===== config.mk =====
export PLATFORM = sky130hd
export DESIGN_NAME = sector_stream_fmt
export DESIGN_NICKNAME = d
export VERILOG_FILES = /design/src/rtl/ssf_pkg.sv /design/src/rtl/ssf_seq.sv /design/src/rtl/ssf_crc.sv /design/src/rtl/ssf_word_feed.sv /design/src/rtl/sector_stream_fmt.sv
export SDC_FILE = /design/constraint.sdc
export NUM_CORES = 1
export LEC_CHECK = 0
export CAP_MARGIN = 20
export CORE_MARGIN = 5
export CORE_UTILIZATION = 40
export DETAILED_ROUTE_END_ITERATION = 8
export DONT_BUFFER_PORTS = 1
export GPL_TIMING_DRIVEN = 0
export SLEW_MARGIN = 30
export SYNTH_ARGS = -nofsm -noshare
export SYNTH_HDL_FRONTEND = slang
export SYNTH_SLANG_ARGS = --single-unit

===== constraint.sdc =====
create_clock -name clk_i -period 3.9 [get_ports clk_i]
set_input_delay 0.78 -clock clk_i [delete_from_list [all_inputs] [get_ports clk_i]]
set_output_delay 0.78 -clock clk_i [all_outputs]
set_load 0.02 [all_outputs]

===== src/rtl/ssf_pkg.sv =====
package ssf_pkg;
  localparam int unsigned W16 = 16;
  localparam int unsigned W18 = 18;
  localparam int unsigned CRC_W = 32;
  localparam int unsigned POST_BITS = 16;

  typedef enum logic [2:0] {
    F_IDLE,
    F_PRE,
    F_DATA,
    F_CRC,
    F_POST,
    F_GAP
  } field_e;
endpackage


===== src/rtl/ssf_seq.sv =====
module ssf_seq
  import ssf_pkg::*;
#(
  parameter int unsigned SEC_W    = 8,
  parameter int unsigned WORDS    = 256,
  parameter int unsigned PRE_BITS = 256,
  parameter int unsigned GAP16    = 112,
  parameter int unsigned GAP18    = 96,
  localparam int unsigned CNT_W   = $clog2(WORDS * W18 + PRE_BITS + 1),
  localparam int unsigned WB_W    = $clog2(W18)
) (
  input  logic             clk_i,
  input  logic             rst_ni,
  input  logic             start_i,
  input  logic [SEC_W-1:0] sec_cnt_i,
  input  logic             mode18_i,
  input  logic             step_i,
  output logic             start_acc_o,
  output logic             busy_o,
  output logic             mode18_o,
  output field_e           field_o,
  output logic             slot_o,
  output logic             pre_last_o,
  output logic             last_o
);
  field_e           field_q;
  logic [CNT_W-1:0] cnt_q;
  logic [WB_W-1:0]  wbit_q;
  logic [SEC_W-1:0] sec_q;
  logic             busy_q, mode_q;
  logic [WB_W-1:0]  wlast;

  assign wlast       = mode_q ? WB_W'(W18 - 1) : WB_W'(W16 - 1);
  assign start_acc_o = start_i && !busy_q && (sec_cnt_i != '0);
  assign busy_o      = busy_q;
  assign mode18_o    = mode_q;
  assign field_o     = field_q;
  assign slot_o      = (field_q == F_DATA) && (wbit_q == '0);
  assign pre_last_o  = (field_q == F_PRE) && (cnt_q == '0);
  assign last_o      = busy_q && step_i && (field_q == F_GAP) && (cnt_q == '0)
                       && (sec_q == SEC_W'(1));

  always_ff @(posedge clk_i or negedge rst_ni) begin
    if (!rst_ni) begin
      field_q <= F_IDLE;
      cnt_q   <= '0;
      wbit_q  <= '0;
      sec_q   <= '0;
      busy_q  <= 1'b0;
      mode_q  <= 1'b0;
    end else if (start_acc_o) begin
      busy_q  <= 1'b1;
      field_q <= F_PRE;
      cnt_q   <= CNT_W'(PRE_BITS - 1);
      wbit_q  <= '0;
      sec_q   <= sec_cnt_i;
      mode_q  <= mode18_i;
    end else if (busy_q && step_i) begin
      if (cnt_q == '0) begin
        wbit_q <= '0;
        unique case (field_q)
          F_PRE: begin
            field_q <= F_DATA;
            cnt_q   <= mode_q ? CNT_W'(WORDS * W18 - 1) : CNT_W'(WORDS * W16 - 1);
          end
          F_DATA: begin
            field_q <= F_CRC;
            cnt_q   <= CNT_W'(CRC_W - 1);
          end
          F_CRC: begin
            field_q <= F_POST;
            cnt_q   <= CNT_W'(POST_BITS - 1);
          end
          F_POST: begin
            field_q <= F_GAP;
            cnt_q   <= mode_q ? CNT_W'(GAP18 - 1) : CNT_W'(GAP16 - 1);
          end
          default: begin
            if (sec_q == SEC_W'(1)) begin
              busy_q  <= 1'b0;
              field_q <= F_IDLE;
            end else begin
              field_q <= F_PRE;
              cnt_q   <= CNT_W'(PRE_BITS - 1);
            end
            sec_q <= sec_q - SEC_W'(1);
          end
        endcase
      end else begin
        cnt_q <= cnt_q - CNT_W'(1);
        if (field_q == F_DATA) wbit_q <= (wbit_q == wlast) ? '0 : wbit_q + WB_W'(1);
      end
    end
  end

  assert_mode_hold_R8: assert property (@(posedge clk_i) disable iff (!rst_ni)
    (busy_q && $past(busy_q)) |-> $stable(mode_q));

  assert_start_busy_R7: assert property (@(posedge clk_i) disable iff (!rst_ni)
    (busy_q && start_i && !step_i) |=> ($stable(sec_q) && busy_q));
endmodule


===== src/rtl/ssf_crc.sv =====
module ssf_crc #(
  parameter logic [31:0] POLY = 32'h04C1_1DB7,
  parameter logic [31:0] SEED = 32'h0000_0000
) (
  input  logic clk_i,
  input  logic rst_ni,
  input  logic clear_i,
  input  logic upd_i,
  input  logic din_i,
  input  logic shift_i,
  output logic msb_o
);
  logic [31:0] crc_q;

  assign msb_o = crc_q[31];

  always_ff @(posedge clk_i or negedge rst_ni) begin
    if (!rst_ni)      crc_q <= SEED;
    else if (clear_i) crc_q <= SEED;
    else if (upd_i)   crc_q <= {crc_q[30:0], 1'b0} ^ ((crc_q[31] ^ din_i) ? POLY : 32'h0);
    else if (shift_i) crc_q <= {crc_q[30:0], 1'b0};
  end
endmodule


===== src/rtl/ssf_word_feed.sv =====
module ssf_word_feed
  import ssf_pkg::*;
#(
  parameter int unsigned SEC_W = 8,
  parameter int unsigned WORDS = 256,
  localparam int unsigned WL_W = SEC_W + $clog2(WORDS) + 1
) (
  input  logic             clk_i,
  input  logic             rst_ni,
  input  logic             start_acc_i,
  input  logic [SEC_W-1:0] sec_cnt_i,
  input  logic             busy_i,
  input  logic             mode18_i,
  input  logic             slot_i,
  input  logic             adv_i,
  input  logic             last_i,
  input  logic [W18-1:0]   data_i,
  input  logic             valid_i,
  output logic             ready_o,
  output logic             bit_o,
  output logic             underflow_o
);
  logic [W18-1:0] hold_q, sh_q, in_w, new_w, cur_w;
  logic           full_q, uf_q, hs;
  logic [WL_W-1:0] wl_q;

  assign ready_o     = busy_i && !full_q && (wl_q != '0);
  assign hs          = valid_i && ready_o;
  assign in_w        = mode18_i ? data_i : {2'b00, data_i[W16-1:0]};
  // bypass: a word handed over in its own slot goes straight out
  assign new_w       = full_q ? hold_q : (hs ? in_w : '0);
  assign cur_w       = slot_i ? new_w : sh_q;
  assign bit_o       = mode18_i ? cur_w[W18-1] : cur_w[W16-1];
  assign underflow_o = uf_q;

  always_ff @(posedge clk_i or negedge rst_ni) begin
    if (!rst_ni) begin
      hold_q <= '0;
      sh_q   <= '0;
      full_q <= 1'b0;
      uf_q   <= 1'b0;
      wl_q   <= '0;
    end else if (start_acc_i) begin
      full_q <= 1'b0;
      uf_q   <= 1'b0;
      wl_q   <= WL_W'(sec_cnt_i) * WL_W'(WORDS);
    end else begin
      if (slot_i) begin
        sh_q <= new_w << 1;
        if (full_q) begin
          full_q <= 1'b0;
        end else if (!hs) begin
          uf_q <= 1'b1;
          wl_q <= wl_q - WL_W'(1);
        end
      end else begin
        if (adv_i) sh_q <= sh_q << 1;
        if (hs) begin
          hold_q <= in_w;
          full_q <= 1'b1;
        end
      end
      if (hs) wl_q <= wl_q - WL_W'(1);
    end
  end

  assert_drained_R9: assert property (@(posedge clk_i) disable iff (!rst_ni)
    last_i |-> (wl_q == '0) && !full_q);

  assert_uf_sticky_R10: assert property (@(posedge clk_i) disable iff (!rst_ni)
    (uf_q && !start_acc_i) |=> uf_q);
endmodule


===== src/rtl/sector_stream_fmt.sv =====
module sector_stream_fmt
  import ssf_pkg::*;
#(
  parameter int unsigned SEC_W    = 8,
  parameter int unsigned WORDS    = 256,
  parameter int unsigned PRE_BITS = 256,
  parameter int unsigned GAP16    = 112,
  parameter int unsigned GAP18    = 96,
  parameter logic [31:0] CRC_POLY = 32'h04C1_1DB7,
  parameter logic [31:0] CRC_SEED = 32'h0000_0000
) (
  input  logic             clk_i,
  input  logic             rst_ni,
  input  logic             start_i,
  input  logic [SEC_W-1:0] sec_cnt_i,
  input  logic             mode18_i,
  input  logic             diag_i,
  input  logic             mclk_i,
  input  logic             bit_en_i,
  input  logic [17:0]      data_i,
  input  logic             valid_i,
  output logic             ready_o,
  output logic             bit_o,
  output logic             bit_stb_o,
  output logic             busy_o,
  output logic             done_o,
  output logic             underflow_o
);
  field_e field;
  logic   start_acc, busy, mode18, slot, pre_last, last;
  logic   step, mclk_q, data_bit, crc_bit, nxt_bit;
  logic   bit_q, stb_q, done_pend_q, done_q;

  assign step = busy && (diag_i ? (mclk_i && !mclk_q) : bit_en_i);

  ssf_seq #(
    .SEC_W(SEC_W), .WORDS(WORDS), .PRE_BITS(PRE_BITS), .GAP16(GAP16), .GAP18(GAP18)
  ) seq_i (
    .clk_i, .rst_ni, .start_i, .sec_cnt_i, .mode18_i,
    .step_i(step), .start_acc_o(start_acc), .busy_o(busy), .mode18_o(mode18),
    .field_o(field), .slot_o(slot), .pre_last_o(pre_last), .last_o(last)
  );

  ssf_word_feed #(.SEC_W(SEC_W), .WORDS(WORDS)) feed_i (
    .clk_i, .rst_ni, .start_acc_i(start_acc), .sec_cnt_i, .busy_i(busy),
    .mode18_i(mode18), .slot_i(step && slot),
    .adv_i(step && (field == F_DATA) && !slot), .last_i(last),
    .data_i, .valid_i, .ready_o, .bit_o(data_bit), .underflow_o
  );

  ssf_crc #(.POLY(CRC_POLY), .SEED(CRC_SEED)) crc_i (
    .clk_i, .rst_ni,
    .clear_i(step && (field == F_PRE)), .upd_i(step && (field == F_DATA)),
    .din_i(data_bit), .shift_i(step && (field == F_CRC)), .msb_o(crc_bit)
  );

  always_comb begin
    unique case (field)
      F_PRE:   nxt_bit = pre_last;
      F_DATA:  nxt_bit = data_bit;
      F_CRC:   nxt_bit = crc_bit;
      default: nxt_bit = 1'b0;
    endcase
  end

  always_ff @(posedge clk_i or negedge rst_ni) begin
    if (!rst_ni) begin
      mclk_q      <= 1'b0;
      bit_q       <= 1'b0;
      stb_q       <= 1'b0;
      done_pend_q <= 1'b0;
      done_q      <= 1'b0;
    end else begin
      mclk_q      <= mclk_i;
      stb_q       <= step;
      done_pend_q <= last;
      done_q      <= done_pend_q;
      if (step) bit_q <= nxt_bit;
    end
  end

  assign bit_o     = bit_q;
  assign bit_stb_o = stb_q;
  assign busy_o    = busy;
  assign done_o    = done_q;

  assert_stb_step_R12: assert property (@(posedge clk_i) disable iff (!rst_ni)
    bit_stb_o |-> $past(busy));

  assert_bit_hold_R12: assert property (@(posedge clk_i) disable iff (!rst_ni)
    !bit_stb_o |-> $stable(bit_o));

  assert_done_single_R6: assert property (@(posedge clk_i) disable iff (!rst_ni)
    done_o |=> !done_o);

  assert_done_idle_R6: assert property (@(posedge clk_i) disable iff (!rst_ni)
    (done_o && !$past(start_acc)) |-> !busy_o);
endmodule


==> summary.md <==
| Metric | Value |
|---|---|
| Most instantiated library cell after synthesis | `sky130_fd_sc_hd__dfrtp_1` |
| Category of the worst setup path launch point | `register` |
| Setup repair after global routing missed its margin | `no` |
| GRT Overall Usage | `18.11%` |
| Cell repeated most along the worst path | `sky130_fd_sc_hd__clkbuf_1` |
| Routed Wire Length | `17160 um` |
| Area grow syn2layout | `12.84%` |
| Clock sink total | `122` |
| Detailed-route wire length per cell | `17.53 um` |
| Count of buffers inserted at the top-level ports | `0` |
| Clk Latency, worst-skew pair | `0.42 ns` |
| FFs w/ async S/R, synth | `100.0%` |
| Die area | `0.01919 mm2` |
| Maximum vdd drop | `0.2884 mV` |
| Detailed-routing iteration count for the pre-antenna-repair pass | `5` |
| Area after DPL | `0.006882 mm2` |
| Initial DRC Count | `421` |
| GRT Residual Overflow | `0` |
| Max_slew headroom | `37.96%` |
| Post-CTS Setup Inserts | `0` |
| Design Power | `4.018 mW` |
| Number of buffers on the longest clock path | `2` |
| Worst Path Buf+Inv | `4` |
| Highest net fanout along the worst path | `10` |
| Run status | `complete, no violations` |
| Power density of the placed cells | `539.0 mW/mm2` |
| CTS root buffer | `sky130_fd_sc_hd__clkbuf_16` |
| Final setup violation count | `0` |
| Number of nets in the synthesized netlist | `768` |
| Post-route clock period utilization | `88.43%` |
| Largest area contributor in the synthesized netlist | `sky130_fd_sc_hd__dfrtp_1` |
| EDFF count, synth | `0` |
| Main area contributors after synthesis | `sky130_fd_sc_hd__dfrtp_1 46%, sky130_fd_sc_hd__o21ai_0 5.1%, sky130_fd_sc_hd__nand2_1 5.1%, sky130_fd_sc_hd__nor3b_1 3.2%, sky130_fd_sc_hd__mux2_2 2.9%` |
| Count of hold-fix buffers inserted at cts | `0` |
| Post-synthesis instance area | `0.006606 mm2` |
| Standard cell with the maximum stage delay on the critical path | `sky130_fd_sc_hd__dfrtp_1` |
| Final setup TNS | `0 ns` |
| Total of flip-flops plus latches after synthesis | `122` |
| Antenna diodes | `0` |
| Global-route wire length before repair | `28900 um` |
| DRC violation count after routing | `0` |
| Number of antenna-violating nets in the routed design | `0` |
| Die width | `138.5 um` |
| Final count of hold timing violations | `0` |
| Site row count | `47` |
| Delay of the slowest cell on the worst path | `0.55 ns` |
| Area share of the largest cell type after synthesis | `46.21%` |
| Class of the most critical hold timing path | `in -> async` |
| Most instantiated flip-flop cell in the synthesis netlist | `sky130_fd_sc_hd__dfrtp_1` |
| Final HPWL DP | `11460 um` |
| Vert. Die Dim | `138.5 um` |
| Data required time of the critical path | `4.18 ns` |
| Number of nets in the final layout | `787` |
| Number of warning messages in the yosys log | `0` |
| # Max-Cap Violations | `0` |
| Final worst path period need | `3.449 ns` |
| Final design instance area without fill | `0.007455 mm2` |
| Routability congestion estimate | `0.8541` |
| H-Tree Depth | `4` |
| Layout Skew | `0.008340 ns` |
| TritonCTS clock tree | `yes` |
| CP Cell Sequence | `nand4b_1 > and2_1 > clkbuf_1 > clkinv_1 > nand2_1 > clkbuf_1 > clkbuf_1 > o21ai_0` |
| WP data arrival | `3.73 ns` |
| Static leakage power | `2.923 nW` |
| Number of top-level design ports | `40` |
| Drt via density | `5.960` |
| Final Core Density | `45.44%` |
| Fraction of final layout cells with drive strength greater than 1 | `8.432%` |
| Maximum number of pins on one net before global-route repair | `123` |
| Vias in the first global route | `5791` |
| Sequential area share after synthesis | `46.21%` |
| Routed vias | `5835` |
| Cell type group with the largest total delay on the critical path | `buffers and inverters` |
| Starting density of the core | `40.27%` |
| CTS clk-pin slew, worst paths | `0.06 ns` |
| Actual slew at the worst max-slew pin | `0.9250 ns` |
| Antenna violations before repair | `0` |
| Synthesized instance count | `727` |
| Placeable Area | `0.01641 mm2` |
| Worst Setup End Kind | `register` |
| Maximum clock frequency | `0.2900 GHz` |
| Post-synthesis average cell area | `9.087 um2` |
| Max-slew violation count | `0` |
| Post-cts repair resize count | `0` |
| Ranking of synthesized cells by instance count | `122 x sky130_fd_sc_hd__dfrtp_1, 89 x sky130_fd_sc_hd__nand2_1, 67 x sky130_fd_sc_hd__o21ai_0` |
| Number of CTS-inserted buffers | `17` |
| Critical path start-end classification | `reg -> reg` |
| Post-synth cell types | `62` |
[per-layer routing]
layer  part of all wire (%)  GRT usage, %  vias to the layer above
met3                    6.1         4.420                       31
met1                     45         23.70                     2904
met2                     47         28.91                      179
met4                    1.8         7.436                        0
li1                       -             -                     2721
met5                      0             0                        -
[flip-flops by register name, summed over array words and instances (netlist names)]
signal	flops
mclk_q	1
seq_i.cnt_q	13
bit_o	1
done_pend_q	1
feed_i.sh_q	17
feed_i.full_q	1
done_o	1
seq_i.sec_q	8
seq_i.busy_o	1
bit_stb_o	1
feed_i.underflow_o	1
crc_i.crc_q	32
seq_i.field_o	3
feed_i.wl_q	17
feed_i.hold_q	18
seq_i.mode18_o	1
seq_i.wbit_q	5
[report_power, final]
group          switching [mW]  internal (mW)
Combinational           0.431          0.331
Sequential              0.219           1.51
Clock                   0.615          0.915
[worst reg2reg max path: stages (launching register included)]
cell and delay (ns):
sky130_fd_sc_hd__dfrtp_1 0.55, sky130_fd_sc_hd__nand4b_1 0.26, sky130_fd_sc_hd__and2_1 0.15, sky130_fd_sc_hd__clkbuf_1 0.48
sky130_fd_sc_hd__clkinv_1 0.51, sky130_fd_sc_hd__nand2_1 0.34, sky130_fd_sc_hd__clkbuf_1 0.42, sky130_fd_sc_hd__clkbuf_1 0.44
sky130_fd_sc_hd__o21ai_0 0.17
[final timing paths]
check / slack (ns) / cells after the start / start / endpoint
hold / removal: 0.05 / 0 / rst_ni / crc_i.crc_q[6]$_DFFE_PN0P_
min in group clk_i: 0.38 / 0 / done_pend_q$_DFF_PN0_ / done_o$_DFF_PN0_
setup / recovery: 0.45 / 8 / seq_i.busy_o$_DFFE_PN0P_ / feed_i.sh_q[16]$_DFFE_PN0P_
max in group asynchronous: 3.66 / 0 / rst_ni / crc_i.crc_q[9]$_DFFE_PN0P_
setup reg to reg: 0.45 / 8 / seq_i.busy_o$_DFFE_PN0P_ / feed_i.sh_q[16]$_DFFE_PN0P_
hold reg to reg: 0.38 / 0 / done_pend_q$_DFF_PN0_ / done_o$_DFF_PN0_
[logic make-up (layout without fill, tap and decap cells)]
group           Yosys count  in the layout  share of synthesized area, %
compound gates          199            199                         19.92
buf+inv                  67             99                         3.958
flops                   122            122                         46.21
mux                      19             19                         3.201
xor+xnor                 16             16                         2.121
fa+ha+maj                 7              7                         1.326
simple gates            297            297                         23.26
[per-stage QoR]
step	cells	worst slack [ns]	hold slack [ns]
after floorplan	727	1.136	0.3312
after global placement	947	0.3682	0.3367
after detailed placement	947	0.3370	0.3517
after CTS	979	0.4604	0.04211
after global routing	979	0.08353	0.03876
final	979	0.4513	0.05385
[cells in the final DEF, fill, tap and decap left out, types with 16 or more instances in the layout]
cell	instances
sky130_fd_sc_hd__nand3_1	29
sky130_fd_sc_hd__clkbuf_16	17
sky130_fd_sc_hd__clkbuf_1	46
sky130_fd_sc_hd__mux2_2	17
sky130_fd_sc_hd__inv_1	17
sky130_fd_sc_hd__nor3b_1	28
sky130_fd_sc_hd__o21ai_0	67
sky130_fd_sc_hd__and3_1	19
sky130_fd_sc_hd__o22ai_1	16
sky130_fd_sc_hd__nand2_1	89
sky130_fd_sc_hd__dfrtp_1	122
sky130_fd_sc_hd__nor2_1	42
sky130_fd_sc_hd__a21oi_1	28
sky130_fd_sc_hd__nor3_1	33
[final cells by class]
| type | instances | area (um2) |
|---|---|---|
| buffer | 49 | 193.9 |
| multi-input combinational | 538 | 3292 |
| inverter | 18 | 67.56 |
| clock buffer | 20 | 456.7 |
| fill | 1563 | 8952 |
| sequential | 122 | 3053 |
| tap | 220 | 275.3 |
| clock inverter | 12 | 116.4 |
No activity file was read; power rests on OpenSTA's default activity.
